File: config.mk
export PLATFORM = sky130hd
export DESIGN_NAME = tmr_top
export DESIGN_NICKNAME = d
export VERILOG_FILES = /design/src/rtl/tmr_pkg.sv /design/src/rtl/tmr_prescale.sv /design/src/rtl/tmr_down.sv /design/src/rtl/tmr_irq.sv /design/src/rtl/tmr_top.sv
export SDC_FILE = /design/constraint.sdc
export NUM_CORES = 1
export LEC_CHECK = 0
export ABC_CLOCK_PERIOD_IN_PS = 2350
export BUFFER_PORTS_ARGS = -buffer_cell sky130_fd_sc_hd__buf_2
export CAP_MARGIN = 25
export CORE_ASPECT_RATIO = 1.2
export CORE_MARGIN = 2
export CORE_UTILIZATION = 25
export CTS_CLUSTER_SIZE = 20
export DETAILED_ROUTE_END_ITERATION = 12
export GPL_TIMING_DRIVEN = 1
export SYNTH_ARGS = -nofsm -noshare
export SYNTH_HDL_FRONTEND = slang
export SYNTH_SLANG_ARGS = --single-unit
File: constraint.sdc
create_clock -name clk -period 2.35 [get_ports clk]
set_input_delay 0.235 -clock clk [delete_from_list [all_inputs] [get_ports clk]]
set_output_delay 0.235 -clock clk [all_outputs]
set_load 0.01 [all_outputs]
File: src/rtl/tmr_pkg.sv
package tmr_pkg;
  typedef enum logic [1:0] {
    SRC_FAST = 2'd0,
    SRC_MID  = 2'd1,
    SRC_SLOW = 2'd2,
    SRC_MIN  = 2'd3
  } src_e;

  localparam logic [1:0] ADR_IRQ = 2'd0;
  localparam logic [1:0] ADR_CTL = 2'd1;
  localparam logic [1:0] ADR_CNT = 2'd2;

  localparam int B_TIE   = 0;
  localparam int B_AIE   = 1;
  localparam int B_TF    = 2;
  localparam int B_AF    = 3;
  localparam int B_PULSE = 4;
  localparam int B_EN    = 7;
endpackage

File: src/rtl/tmr_prescale.sv
module tmr_prescale import tmr_pkg::*; #(
  parameter int DIV_FAST = 8,
  parameter int DIV_MID  = 512,
  parameter int DIV_SLOW = 32768,
  parameter int MIN_DIV  = 60
) (
  input  logic clk,
  input  logic rst_n,
  input  logic ref_tick,
  input  logic en,
  input  src_e sel,
  output logic src_tick
);
  localparam int PW = $clog2(DIV_SLOW);
  localparam int MW = $clog2(MIN_DIV);

  logic [PW-1:0] pre_q;
  logic [MW-1:0] min_q;
  logic t_fast, t_mid, t_slow, t_min;

  assign t_fast = ref_tick && ((pre_q & PW'(DIV_FAST - 1)) == PW'(DIV_FAST - 1));
  assign t_mid  = ref_tick && ((pre_q & PW'(DIV_MID - 1))  == PW'(DIV_MID - 1));
  assign t_slow = ref_tick && (pre_q == PW'(DIV_SLOW - 1));
  assign t_min  = t_slow && (min_q == MW'(MIN_DIV - 1));

  always_ff @(posedge clk or negedge rst_n) begin
    if (!rst_n) pre_q <= '0;
    else if (ref_tick) pre_q <= pre_q + 1'b1;
  end

  always_ff @(posedge clk or negedge rst_n) begin
    if (!rst_n) min_q <= '0;
    else if (!en) min_q <= '0;
    else if (t_slow) min_q <= t_min ? '0 : min_q + 1'b1;
  end

  always_comb begin
    unique case (sel)
      SRC_FAST: src_tick = t_fast;
      SRC_MID:  src_tick = t_mid;
      SRC_SLOW: src_tick = t_slow;
      default:  src_tick = t_min;
    endcase
  end
endmodule

File: src/rtl/tmr_down.sv
module tmr_down #(
  parameter int CW = 8
) (
  input  logic          clk,
  input  logic          rst_n,
  input  logic          load,
  input  logic [CW-1:0] load_val,
  input  logic          en,
  input  logic          src_tick,
  output logic [CW-1:0] cnt,
  output logic [CW-1:0] reload,
  output logic          expire
);
  logic step;

  assign step   = en && src_tick && (cnt != '0) && !load;
  assign expire = step && (cnt == CW'(1));

  always_ff @(posedge clk or negedge rst_n) begin
    if (!rst_n) begin
      cnt    <= '0;
      reload <= '0;
    end else if (load) begin
      cnt    <= load_val;
      reload <= load_val;
    end else if (step) begin
      cnt <= expire ? reload : cnt - 1'b1;
    end
  end
endmodule

File: src/rtl/tmr_irq.sv
module tmr_irq import tmr_pkg::*; #(
  parameter int DIV_FAST = 8,
  parameter int DIV_MID  = 512
) (
  input  logic clk,
  input  logic rst_n,
  input  logic ref_tick,
  input  logic expire,
  input  src_e sel,
  input  logic reload_one,
  input  logic alarm_hit,
  input  logic clr_tf,
  input  logic clr_af,
  input  logic tie,
  input  logic aie,
  input  logic pmode,
  output logic tf,
  output logic af,
  output logic pulse_act,
  output logic irq_n
);
  localparam int WW = $clog2(DIV_MID + 1);

  logic [WW-1:0] pw_q;
  logic [WW-1:0] width;

  always_comb begin
    unique case (sel)
      SRC_FAST: width = reload_one ? WW'(DIV_FAST / 2) : WW'(DIV_FAST);
      SRC_MID:  width = reload_one ? WW'(DIV_MID / 2)  : WW'(DIV_MID);
      default:  width = WW'(DIV_MID);
    endcase
  end

  always_ff @(posedge clk or negedge rst_n) begin
    if (!rst_n) pw_q <= '0;
    else if (expire) pw_q <= width;
    else if (ref_tick && pw_q != '0) pw_q <= pw_q - 1'b1;
  end

  always_ff @(posedge clk or negedge rst_n) begin
    if (!rst_n) begin
      tf <= 1'b0;
      af <= 1'b0;
    end else begin
      if (expire) tf <= 1'b1;
      else if (clr_tf) tf <= 1'b0;
      if (alarm_hit) af <= 1'b1;
      else if (clr_af) af <= 1'b0;
    end
  end

  assign pulse_act = (pw_q != '0);
  assign irq_n = !((tie && (pmode ? pulse_act : tf)) || (aie && af));
endmodule

File: src/rtl/tmr_top.sv
module tmr_top import tmr_pkg::*; #(
  parameter int DIV_FAST = 8,
  parameter int DIV_MID  = 512,
  parameter int DIV_SLOW = 32768,
  parameter int MIN_DIV  = 60
) (
  input  logic       clk,
  input  logic       rst_n,
  input  logic       ref_tick,
  input  logic       alarm_hit,
  input  logic       wr_en,
  input  logic [1:0] wr_addr,
  input  logic [7:0] wr_data,
  input  logic [1:0] rd_addr,
  output logic [7:0] rd_data,
  output logic       irq_n
);
  logic te_q, tie_q, aie_q, pmode_q;
  src_e sel_q;
  logic wr_irq, wr_ctl, load, clr_tf, clr_af;
  logic src_tick, expire, tf, af, pulse_act;
  logic [7:0] cnt, reload;

  assign wr_irq = wr_en && (wr_addr == ADR_IRQ);
  assign wr_ctl = wr_en && (wr_addr == ADR_CTL);
  assign load   = wr_en && (wr_addr == ADR_CNT);
  assign clr_tf = wr_irq && !wr_data[B_TF];
  assign clr_af = wr_irq && !wr_data[B_AF];

  always_ff @(posedge clk or negedge rst_n) begin
    if (!rst_n) begin
      te_q    <= 1'b0;
      sel_q   <= SRC_FAST;
      tie_q   <= 1'b0;
      aie_q   <= 1'b0;
      pmode_q <= 1'b0;
    end else begin
      if (wr_ctl) begin
        te_q  <= wr_data[B_EN];
        sel_q <= src_e'(wr_data[1:0]);
      end
      if (wr_irq) begin
        tie_q   <= wr_data[B_TIE];
        aie_q   <= wr_data[B_AIE];
        pmode_q <= wr_data[B_PULSE];
      end
    end
  end

  tmr_prescale #(.DIV_FAST(DIV_FAST), .DIV_MID(DIV_MID), .DIV_SLOW(DIV_SLOW),
                 .MIN_DIV(MIN_DIV)) u_pre (
    .clk(clk), .rst_n(rst_n), .ref_tick(ref_tick), .en(te_q), .sel(sel_q),
    .src_tick(src_tick)
  );

  tmr_down #(.CW(8)) u_down (
    .clk(clk), .rst_n(rst_n), .load(load), .load_val(wr_data), .en(te_q),
    .src_tick(src_tick), .cnt(cnt), .reload(reload), .expire(expire)
  );

  tmr_irq #(.DIV_FAST(DIV_FAST), .DIV_MID(DIV_MID)) u_irq (
    .clk(clk), .rst_n(rst_n), .ref_tick(ref_tick), .expire(expire), .sel(sel_q),
    .reload_one(reload == 8'd1), .alarm_hit(alarm_hit), .clr_tf(clr_tf),
    .clr_af(clr_af), .tie(tie_q), .aie(aie_q), .pmode(pmode_q), .tf(tf), .af(af),
    .pulse_act(pulse_act), .irq_n(irq_n)
  );

  always_comb begin
    unique case (rd_addr)
      ADR_IRQ: rd_data = {3'b000, pmode_q, af, tf, aie_q, tie_q};
      ADR_CTL: rd_data = {te_q, 5'b00000, sel_q};
      ADR_CNT: rd_data = cnt;
      default: rd_data = 8'h00;
    endcase
  end
endmodule

After elaboration in Yosys (flattened, before gate mapping) --
Cells that the tools add are included.
Storage, ports and cells: input bits 17, logic and storage cells 77, output and inout port bits 9, flip-flop bits (word level) 55
Operators by class: reduce and logical (&&, ||, !) cells 30, eq/ne operators 13, multiplexer cells 18, add/sub/neg operators 4
Operator list (number):
- $mux W10 | 3
- $mux W8 | 3
- $pmux W8 S3 | 1
- $pmux W10 S2 | 1
- $mux W6 | 3
- $eq A8 B1 Y1 const B | 2
- $logic_and A1 B1 Y1 | 16
- $add A15 B1 Y15 const B | 1
- $eq A15 B15 Y1 const B | 1
- $reduce_bool A10 Y1 | 1
- $sub A10 B1 Y10 const B | 1
- $eq A9 B9 Y1 const B | 1
- $reduce_bool A2 Y1 | 4
- $reduce_bool A8 Y1 | 1
- $sub A8 B1 Y8 const B | 1
- $add A6 B1 Y6 const B | 1
- $eq A2 B1 Y1 const B | 3
- $eq A2 B2 Y1 const B | 3
- $eq A6 B6 Y1 const B | 1
- $logic_not A2 Y1 | 3
- $mux W1 | 5
- $logic_not A1 Y1 | 4
- $mux W4 | 1
- $eq A3 B3 Y1 const B | 1
- 3 further kinds | 3

Longest topological paths before layout --
Gate-level depths: netlist of the first run.
depth after elaboration 11, gate-level depth with buffers 11, mapped depth without buffers 10

By module --
Synthesis of the first run repeated with hierarchy kept, for this count alone.
Unflattened totals: cells, all modules 328, area, all modules 3258.1 um^2
By module, submodules not included:
- tmr_down | area an instance 1074.8 um^2, seq. area each 400.4 um^2, cells each 112, instances 1
- tmr_prescale | area an instance 1069.8 um^2, seq. area each 525.5 um^2, cells each 101, instances 1
- tmr_irq | area an instance 713.2 um^2, seq. area each 300.3 um^2, cells each 78, instances 1
- tmr_top | area an instance 400.4 um^2, seq. area each 150.1 um^2, cells each 37, instances 1

Worst setup path after synthesis of the first run --
No wires, ideal clock.
path kind flip-flop to flip-flop, start point register u_pre.pre_q[0], end point register u_down.cnt[7], data required time 2.217 ns, stages on the path, launching flop included 12, data arrival time 2.171 ns, clock period less this slack 2.304 ns, library setup time 0.133 ns, setup slack 0.046 ns, path buffers 1, cells stage by stage dfrtp_1 -> ha_1 -> nand3_1 -> nor2_1 -> ha_1 -> mux2_2 -> a31oi_1 -> a31oi_1 -> and2b_1 -> buf_2 -> o31ai_1 -> a31oi_1
On the way: word-level cells in the longest chain between the ends 11, elaborated cells between the ends (all ways) 16, classes of those cells 3 x eq/ne; 4 x mux; 9 x reduce/logical
Ends and longest elaborated chain:
- start: declaration | line tmr_prescale.sv:17 | logic [PW-1:0] pre_q;
- start signal: assignment | line tmr_prescale.sv:28 | else if (ref_tick) pre_q <= pre_q + 1'b1;
- $eq A15 B15 Y1 | line tmr_prescale.sv:23 | assign t_slow = ref_tick && (pre_q == PW'(DIV_SLOW - 1));
- $logic_and A1 B1 Y1 | line tmr_prescale.sv:23
- $logic_and A1 B1 Y1 | line tmr_prescale.sv:24 | assign t_min = t_slow && (min_q == MW'(MIN_DIV - 1));
- $pmux W1 S3 (*) | line tmr_prescale.sv:38 | unique case (sel)
- $logic_and A1 B1 Y1 (*) (3 in series) | line tmr_down.sv:16 | assign step = en && src_tick && (cnt != '0) && !load;
- $logic_and A1 B1 Y1 | line tmr_down.sv:17 | assign expire = step && (cnt == CW'(1));
- $mux W8 | line tmr_down.sv:27 | cnt <= expire ? reload : cnt - 1'b1;
- $mux W8 | line tmr_down.sv:26 | end else if (step) begin
- $mux W8 | line tmr_down.sv:23 | end else if (load) begin
- end signal: assignment | line tmr_down.sv:24 | cnt <= load_val;
- end signal: assignment | line tmr_down.sv:27
- end: declaration | line tmr_down.sv:10 | output logic [CW-1:0] cnt,
Mark *: on every way between the ends. The rest lies on a longest branch, timed or not. The select of a mux whose other input is x is not followed. A chain may end at the register's enable or synchronous reset.

Final worst setup path of the first run --
start point register u_pre.pre_q[1], end point register u_down.cnt[0]
Same word-level chain as after synthesis.

==> impl_metrics.yaml, run 1 <==
yosys:
  ys_top_cells_by_area: "dfrtp_1, nand2_1, xnor2_1"
  yosysWarnings: 0
  syn_inst: 340
  synthesis.area_um2: 3150
  ys_async_sr_fraction: 1.00
  ys_seq_elements: 55
  synth_nets: 365
  ys_dominant_reg_cell: "dfrtp_1"
  synth_top_area_frac: 0.437
  synth.distinct_cells: 54
  synth-edff-count: 0
  synth_seq_area_share: 0.437
  yosysMostFrequentCell: "dfrtp_1"
  synth_commonest_cells: "dfrtp_1, nand2_1, nor2_1"
  synth_area_leader_cell: "dfrtp_1"
  avgSynthCellArea_um2: 9.27
sta:
  drv_slew: 0
  hold_viol: 0
  rsz0062_at_grt: "false"
  whs_ns: 0.136
  setup_slack_ns: 0.114
  fin_crit_ns: 2.24
  fmax_mhz: 447
  fin_crit_sh: 0.951
  worst_pin_slew_ns: 0.561
  setup_tns_ns: 0
  clock_skew_ns: 0.00384
  relSlewSlack: 0.623
  finalSetupViolations: 0
global_routing:
  grt_pass1_vias: 2557
  grt_max_degree: 34
  grt_overflow: 0
  antenna_found_initial: 0
  grtUsageTotal: 0.113
  grt_pass1_wl_um: 12600
power_and_ir_drop:
  power.density_nw_per_um2: 941
  peakVddDrop_mv: 0.397
  power_leakage_nw: 1.63
  power_mw: 3.57
drt:
  drt_iter0_drc: 122
  drtAntennaViolNets: 0
  route.top_layer_used: "met4"
  first_pass_iters: 4
  dr_total_vias: 2586
  dr_wl_met3_um: 206
  wl_met2_um: 3570
  wl_per_cell_um: 13.5
  drc: 0
  viasPerCell: 4.78
  finalWirelength_um: 7280
  wl_met1_um: 3410
finish:
  diodes: 0
  nFillCells: 1285
  multi_input_area_um2: 1720
  fin_area_um2: 3800
  finish.utilization: 0.311
  seq_area_um2: 1380
  stdcell_count: 541
  area_growth_pct: 20.5
  nets: 404
  drive_above_1_share: 0.213
floorplan:
  dieHeight_um: 127
  core-area_um2: 12200
  start_util: 0.258
  dieArea_um2: 13500
  ios: 26
  die_w_um: 107
  num_rows: 44
worst_setup_path:
  path_depth: 10
  slowest_stage: "dfrtp_1"
  cp-endpoint: "u_down.cnt[0]"
  crit_path_max_fanout: 4
  reg2reg_depth: 10
  worstPathCellList: "ha_4 -> nand3_1 -> nor2_1 -> ha_1 -> mux2_2 -> a31oi_4 -> buf_4 -> or2_1 -> or3_1 -> a31oi_1"
  crit_start: "u_pre.pre_q[1]"
  end_kind: "register"
  r2r-end: "u_down.cnt[0]"
  required_ns: 2.57
  slowest_delay_ns: 0.42
  rrSetupSlack_ns: 0.11
  cp-start-kind: "register"
  reg2reg_from: "u_pre.pre_q[1]"
  cp_top_family: "simple AND/OR/NAND/NOR gates"
  critPathBufInv: 1
  path_class: "reg -> reg"
  cp.arrival_ns: 2.45
clock_network:
  clk_pin_slew_ns: 0.07
  clock_latency_ns: 0.29
  numCtsBuffers: 5
  htreeDepth: 2
  cts_root_buffer: "clkbuf_16"
  clock_path_buffers: 2
  cts_tree: "yes"
  cts.sinks: 55
placed_design:
  postPlaceCellArea_um2: 3550
  io_buffers: 25
  gp_congestion: 0.817
  place_inst: 528
  dp_hpwl_um: 5460
  dpl_worst_slack_ns: 0.0419
job:
  maxCapViolCount: 0
outcome:
  status: "completed"
worst_hold_path:
  hp-class: "in -> reg"
[cells in the final DEF (no fill, tap or decap), types with 8 or more instances in the layout]
cell,n
dfrtp_1,55
nand2_1,48
nor2_1,33
buf_2,25
buf_4,20
xnor2_1,17
o21ai_0,15
nor3_1,13
a21oi_1,13
mux2_2,11
nand4_1,8
nor4_1,8
[routing by layer]
metal	up-vias	global-route usage
li1	1281	-
met1	1244	0.152
met2	51	0.189
met3	10	0.0179
met4	0	0.0321
met5	-	0
[cell type report]
class,count,share of cell area
flip-flops and latches,55,0.362
clock buffers,5,0.0329
well taps,161,0.0530
clock inverters,3,0.0115
repair buffers,47,0.0804
multi-input cells,264,0.454
inverters,6,0.00593
[how the worst min path moves through the flow]
stage / startpoint / cells past startpoint / to
after CTS: alarm_hit / 2 / u_irq.af
after global routing: alarm_hit / 2 / u_irq.af
final: alarm_hit / 2 / u_irq.af
after detailed placement: rst_n / 1 / u_pre.pre_q[5]
after floorplan: rst_n / 0 / aie_q
after global placement: rst_n / 1 / u_pre.pre_q[5]
[sequential cells by signal (all words and copies together) (netlist names)]
signal	count
aie_q	1
pmode_q	1
sel_q	2
te_q	1
tie_q	1
u_down.cnt	8
u_down.reload	8
u_irq.af	1
u_irq.pw_q	10
u_irq.tf	1
u_pre.min_q	6
u_pre.pre_q	15
[power by group]
part,switching (mW),total [mW],internal [mW]
clock,0.343,0.846,0.503
sequential,0.282,1.47,1.19
combinational,0.646,1.26,0.611
[worst register-to-register path, delay by kind of cell, from the launching register on]
kind | cells | cell delay [ns]
buffers and inverters | 1 | 0.17
DFF | 1 | 0.42
adders and majority gates | 2 | 0.32
AOI/OAI and AO/OA | 2 | 0.26
and+or+nand+nor | 4 | 0.81
muxes | 1 | 0.19
[what timing repair did]
| action | CTS | global route |
|---|---|---|
| buffers inserted | 0 | 3 |
| hold buffers | 1 | 0 |
| resized for setup | 0 | 6 |
| setup endpoints to repair | 0 | 9 |
| endpoints found under the hold margin | 22 | 0 |
[logic make-up (layout without fill, tap and decap cells)]
| group | Yosys count | in the layout | share of synthesized area |
|---|---|---|---|
| simple gates | 159 | 160 | 0.268 |
| buf+inv | 22 | 61 | 0.0302 |
| fa+ha+maj | 8 | 8 | 0.0317 |
| mux | 18 | 18 | 0.0615 |
| compound gates | 57 | 57 | 0.114 |
| xor+xnor | 21 | 21 | 0.0583 |
| flops | 55 | 55 | 0.437 |
Note: power is estimated with default switching activity, not from simulation.
==> run 2, diff against run 1 <==
--- a/config.mk
+++ b/config.mk
@@ -16,4 +16,5 @@
 export GPL_TIMING_DRIVEN = 1
 export SYNTH_ARGS = -nofsm -noshare
 export SYNTH_HDL_FRONTEND = slang
+export SYNTH_HIERARCHICAL = 1
 export SYNTH_SLANG_ARGS = --single-unit
==> run 2 against run 1 <==
Net effect: highest routed layer unchanged; total power is 3.8% lower; clock-buffer cell count is 1 higher; the flow now finishes with violations (negative setup slack); worst hold slack worse by 0.0067 ns.
==> impl_metrics.yaml, run 2 <==
yosys:
  syn_inst: 327
  avgSynthCellArea_um2: 9.95
  yosysWarnings: 6
  synth_nets: 351
  synthesis.area_um2: 3250
floorplan:
  ios: 26
  dieHeight_um: 129
  core-area_um2: 12700
  start_util: 0.257
  num_rows: 45
  dieArea_um2: 14000
  die_w_um: 108
finish:
  multi_input_area_um2: 1880
  nets: 418
  area_growth_pct: 27.9
  reg_top3: "u_pre/pre_q: 15 flops, u_irq/pw_q: 10 flops"
  nFillCells: 1307
  seq_area_um2: 1380
  layout_common_cells: "dfrtp_1, buf_4, nor2_1"
  diodes: 0
  drive_above_1_share: 0.310
  finish.utilization: 0.328
  layout_commonest_cell: "dfrtp_1"
  largest_reg_flops: 15
  largest-register: "u_pre/pre_q"
sta:
  setup_tns_ns: -0.170
  fin_crit_sh: 1.03
  relSlewSlack: 0.602
  fin_crit_ns: 2.41
  worst_pin_slew_ns: 0.594
  drv_slew: 0
  whs_ns: 0.129
  clock_skew_ns: 0.00838
  rsz0062_at_grt: "true"
  hold_viol: 0
  fmax_mhz: 414
  setup_slack_ns: -0.0635
  finalSetupViolations: 5
placed_design:
  dp_hpwl_um: 6180
  gp_congestion: 0.896
  dpl_worst_slack_ns: -0.0832
  io_buffers: 25
drt:
  wl_met2_um: 4000
  route.top_layer_used: "met4"
  wl_per_cell_um: 14.8
  viasPerCell: 4.95
  wl_met1_um: 3730
  dr_wl_met3_um: 320
  dr_total_vias: 2763
  drtAntennaViolNets: 0
  first_pass_iters: 4
  drt_iter0_drc: 143
  drc: 0
  finalWirelength_um: 8270
power_and_ir_drop:
  power_leakage_nw: 1.79
  power_mw: 3.44
  peakVddDrop_mv: 0.327
  power.density_nw_per_um2: 826
global_routing:
  grt_overflow: 0
  grt_pass1_wl_um: 13200
  grt_max_degree: 22
  grt_pass1_vias: 2709
  grtUsageTotal: 0.120
  antenna_found_initial: 0
worst_hold_path:
  hp-class: "in -> reg"
clock_network:
  htreeDepth: 2
  cts_root_buffer: "clkbuf_16"
  cts.sinks: 55
  clk_pin_slew_ns: 0.07
  clock_latency_ns: 0.29
  cts_tree: "yes"
  clock_path_buffers: 2
  numCtsBuffers: 5
worst_setup_path:
  slowest_stage: "dfrtp_1"
  end_kind: "register"
  crit_path_max_fanout: 3
  cp.arrival_ns: 2.58
  required_ns: 2.52
  path_class: "reg -> reg"
  cp-start-kind: "register"
  worstPathCellList: "ha_4 -> nand3_2 -> nor2_1 -> ha_2 -> mux2_4 -> nand2_2 -> o21ai_2 -> nand3b_1 -> buf_4 -> buf_6 -> nor4_1 -> a21o_1 -> a31oi_1"
  slowest_delay_ns: 0.40
job:
  maxCapViolCount: 0
outcome:
  violations: "negative setup slack"
  status: "finished, violations left"
[run 2: power by group]
part	leakage (nW)	switching [mW]	internal (mW)
Combinational	1.03	0.633	0.621
Clock	0.0727	0.324	0.417
Sequential	0.690	0.262	1.18
[run 2: worst paths after layout]
check	start	endpoint	slack (ns)	cells after the start
max in group asynchronous	rst_n	pmode_q	1.32	3
min	alarm_hit	u_irq/af	0.13	2
min in group asynchronous	rst_n	u_pre/pre_q[5]	0.40	2
max	u_pre/pre_q[0]	u_down/cnt[1]	-0.06	13
min reg2reg	u_pre/pre_q[14]	u_pre/pre_q[14]	0.48	1
max reg2reg	u_pre/pre_q[0]	u_down/cnt[1]	-0.06	13
[run 2: timing repair]
action | CTS | global route
resized for setup | 4 | 25
setup endpoints to repair | 8 | 13
endpoints found under the hold margin | 15 | 0
setup buffers | 2 | 6
pin swaps | 1 | 6
hold buffers | 1 | 0
[run 2: layer usage]
metal	vias to the layer above	global-route usage
li1	1345	-
met1	1345	0.154
met2	56	0.201
met3	17	0.0218
met4	0	0.0445
met5	-	0
[run 2: layout make-up]
type,count,area share
Multi-Input combinational cell,244,0.453
Sequential cell,55,0.331
Clock buffer,6,0.0334
Inverter,17,0.0153
Clock inverter,1,0.00120
Timing Repair Buffer,71,0.117
Tap cell,164,0.0493
[run 2: worst max-delay path: cells and delay by family (launching register included)]
family	cells	cell delay, ns
muxes	1	0.14
and+or+nand+nor	5	0.76
adders and majority gates	2	0.33
AOI/OAI and AO/OA	3	0.36
buffers and inverters	2	0.31
DFF	1	0.40
[run 2: through the flow]
stage | std cells | cell area [um^2]
detailed placement | 542 | 3820
floorplan | 327 | 3280
global route | 558 | 4160
global placement | 542 | 3820
finish | 558 | 4160
CTS | 552 | 4000
==> run 3, diff against run 2 <==
--- a/config.mk
+++ b/config.mk
@@ -8,7 +8,6 @@
 export ABC_CLOCK_PERIOD_IN_PS = 2350
 export BUFFER_PORTS_ARGS = -buffer_cell sky130_fd_sc_hd__buf_2
 export CAP_MARGIN = 25
-export CORE_ASPECT_RATIO = 1.2
 export CORE_MARGIN = 2
 export CORE_UTILIZATION = 25
 export CTS_CLUSTER_SIZE = 20
==> run 3 against run 2 <==
Net effect: the run still ends with negative setup slack left; first-iteration DRC count down 18%; non-clock buffer count is 3 lower; clock skew up 0.0024 ns; critical path depth rose by 1; combinational power hardly changed; worst hold slack worse by 0.0022 ns; maximum frequency up 0.92%; final area rose by 1.8%; flip-flop and latch count is the same; sequential share of layout area down 0.60 points; largest power group unchanged; highest routed layer unchanged.
==> impl_metrics.yaml, run 3 (synthesized netlist as in run 2, its figures left out) <==
outcome:
  status: "finished, violations left"
  violations: "negative setup slack"
sta:
  setup_slack_ns: -0.0414
  worst_pin_slew_ns: 0.683
  rsz0062_at_grt: "true"
  fin_crit_ns: 2.39
  finalSetupViolations: 4
  fin_crit_sh: 1.02
  relSlewSlack: 0.541
  fmax_mhz: 418
  clock_skew_ns: 0.0108
  drv_slew: 0
  hold_viol: 0
global_routing:
  grt_pass1_wl_um: 13700
  grtUsageTotal: 0.118
  met3_usage: 0.0237
  grt_pass1_vias: 2773
  grt_overflow: 0
  grt_max_degree: 56
  gr-usage-met2: 0.190
  grt.busiest_layer: "met2"
  antenna_found_initial: 0
  use_met1: 0.161
power_and_ir_drop:
  power_leakage_nw: 1.77
  power_mw: 3.46
  power.density_nw_per_um2: 817
  p_sw_mw: 1.27
  p_int_mw: 2.20
  seq_power_share: 0.418
  netSwitchingFraction: 0.365
  power.share.clock: 0.215
  power_frac_comb: 0.367
  peakVddDrop_mv: 0.398
floorplan:
  die_w_um: 118
  core-area_um2: 12700
  ios: 26
  start_util: 0.257
  num_rows: 41
  dieHeight_um: 118
  dieArea_um2: 13900
finish:
  diodes: 0
  reg_top3: "u_pre/pre_q: 15 flops, u_irq/pw_q: 10 flops"
  drive_above_1_share: 0.332
  area_growth_pct: 30.2
  largest-register: "u_pre/pre_q"
  layout_common_cells: "dfrtp_1, buf_4, nor2_1"
  largest_reg_flops: 15
  stdcell_count: 564
  nets: 415
  multi_input_area_um2: 1950
  layout_commonest_cell: "dfrtp_1"
  seq_area_um2: 1380
  nFillCells: 1316
worst_setup_path:
  reg2reg_depth: 14
  path_class: "reg -> reg"
  crit_path_max_fanout: 8
  end_kind: "register"
  required_ns: 2.53
  cp-start-kind: "register"
  cp.arrival_ns: 2.58
clock_network:
  cts_root_buffer: "clkbuf_16"
  clk_pin_slew_ns: 0.07
  numCtsBuffers: 5
  htreeDepth: 2
  clock_latency_ns: 0.29
  clock_path_buffers: 2
  cts_tree: "yes"
  cts.sinks: 55
drt:
  drt_iter0_drc: 117
  drtAntennaViolNets: 0
  wl_per_cell_um: 14.9
  dr_total_vias: 2751
  first_pass_iters: 4
  viasPerCell: 4.88
  finalWirelength_um: 8420
  drc: 0
placed_design:
  io_buffers: 25
  gp_congestion: 0.939
  dp_hpwl_um: 5990
  place_inst: 549
job:
  maxCapViolCount: 0
worst_hold_path:
  whs_path_depth: 2
  hp-class: "in -> reg"
-- run 3: cell count changes in the layout (fill, tap and decap cells not counted), sizes merged --
cell,delta
clkinv,+1
buf,-3
-- run 3: what timing repair did --
action / CTS / global route
endpoints found under the setup margin: 8 / 14
hold buffers: 1 / 0
buffers inserted: 2 / 8
gates resized for setup: 16 / 26
pin swaps: 4 / 13
hold endpoints to repair: 55 / 0
-- run 3: through the flow --
stage | utilization | area, um^2 | setup WS, ns | hold WS [ns] | TNS, ns
2_1_floorplan | - | 3280 | -0.188 | -0.0606 | -0.721
3_3_place_gp | 0.303 | 3830 | 0.000653 | 0.262 | 0
3_5_place_dp | 0.303 | 3830 | -0.123 | 0.262 | -0.310
4_1_cts | 0.321 | 4070 | -0.0761 | 0.122 | -0.118
5_1_grt | 0.334 | 4240 | -0.280 | 0.129 | -1.61
6_report | 0.334 | 4240 | -0.0414 | 0.127 | -0.135
-- run 3: final timing paths --
path | start | end | slack [ns]
setup / recovery | u_pre/pre_q[0] | u_down/cnt[4] | -0.04
hold / removal | alarm_hit | u_irq/af | 0.13
setup reg to reg | u_pre/pre_q[0] | u_down/cnt[4] | -0.04
hold reg to reg | u_pre/pre_q[14] | u_pre/pre_q[14] | 0.47
max in group asynchronous | rst_n | sel_q[0] | 1.62
min in group asynchronous | rst_n | u_down/reload[4] | 0.47
-- run 3: layer usage --
| metal | wire (um) | share of wire |
|---|---|---|
| met1 | 3920 | 0.47 |
| met2 | 4050 | 0.48 |
| met3 | 311 | 0.037 |
| met4 | 139 | 0.017 |
| met5 | 0 | 0 |
-- run 3: power by group through the flow --
stage	Sequential (mW)	Combinational (mW)	Clock, mW
floorplan	1.43	0.734	0
global placement	1.43	1.12	0
detailed placement	1.44	1.15	0
CTS	1.42	1.19	0.766
global route	1.49	1.40	0.806
finish	1.45	1.27	0.746
-- run 3: critical path, cell delays in order (launching register included) --
cell and delay (ns):
dfrtp_1 0.40, ha_4 0.16, nand3_2 0.07, nor2_2 0.09, ha_2 0.17, mux2_4 0.14, nand2_2 0.05, o21ai_2 0.16
buf_4 0.14, buf_6 0.09, a21oi_2 0.05, a41oi_2 0.28, buf_6 0.21, o21ai_2 0.07, a31o_2 0.20
-- run 3: cell type report --
cell class,instances,area share
clock inverters,2,0.00413
repair buffers,68,0.114
flip-flops and latches,55,0.325
inverters,17,0.0151
multi-input cells,244,0.461
well taps,172,0.0508
clock buffers,6,0.0304
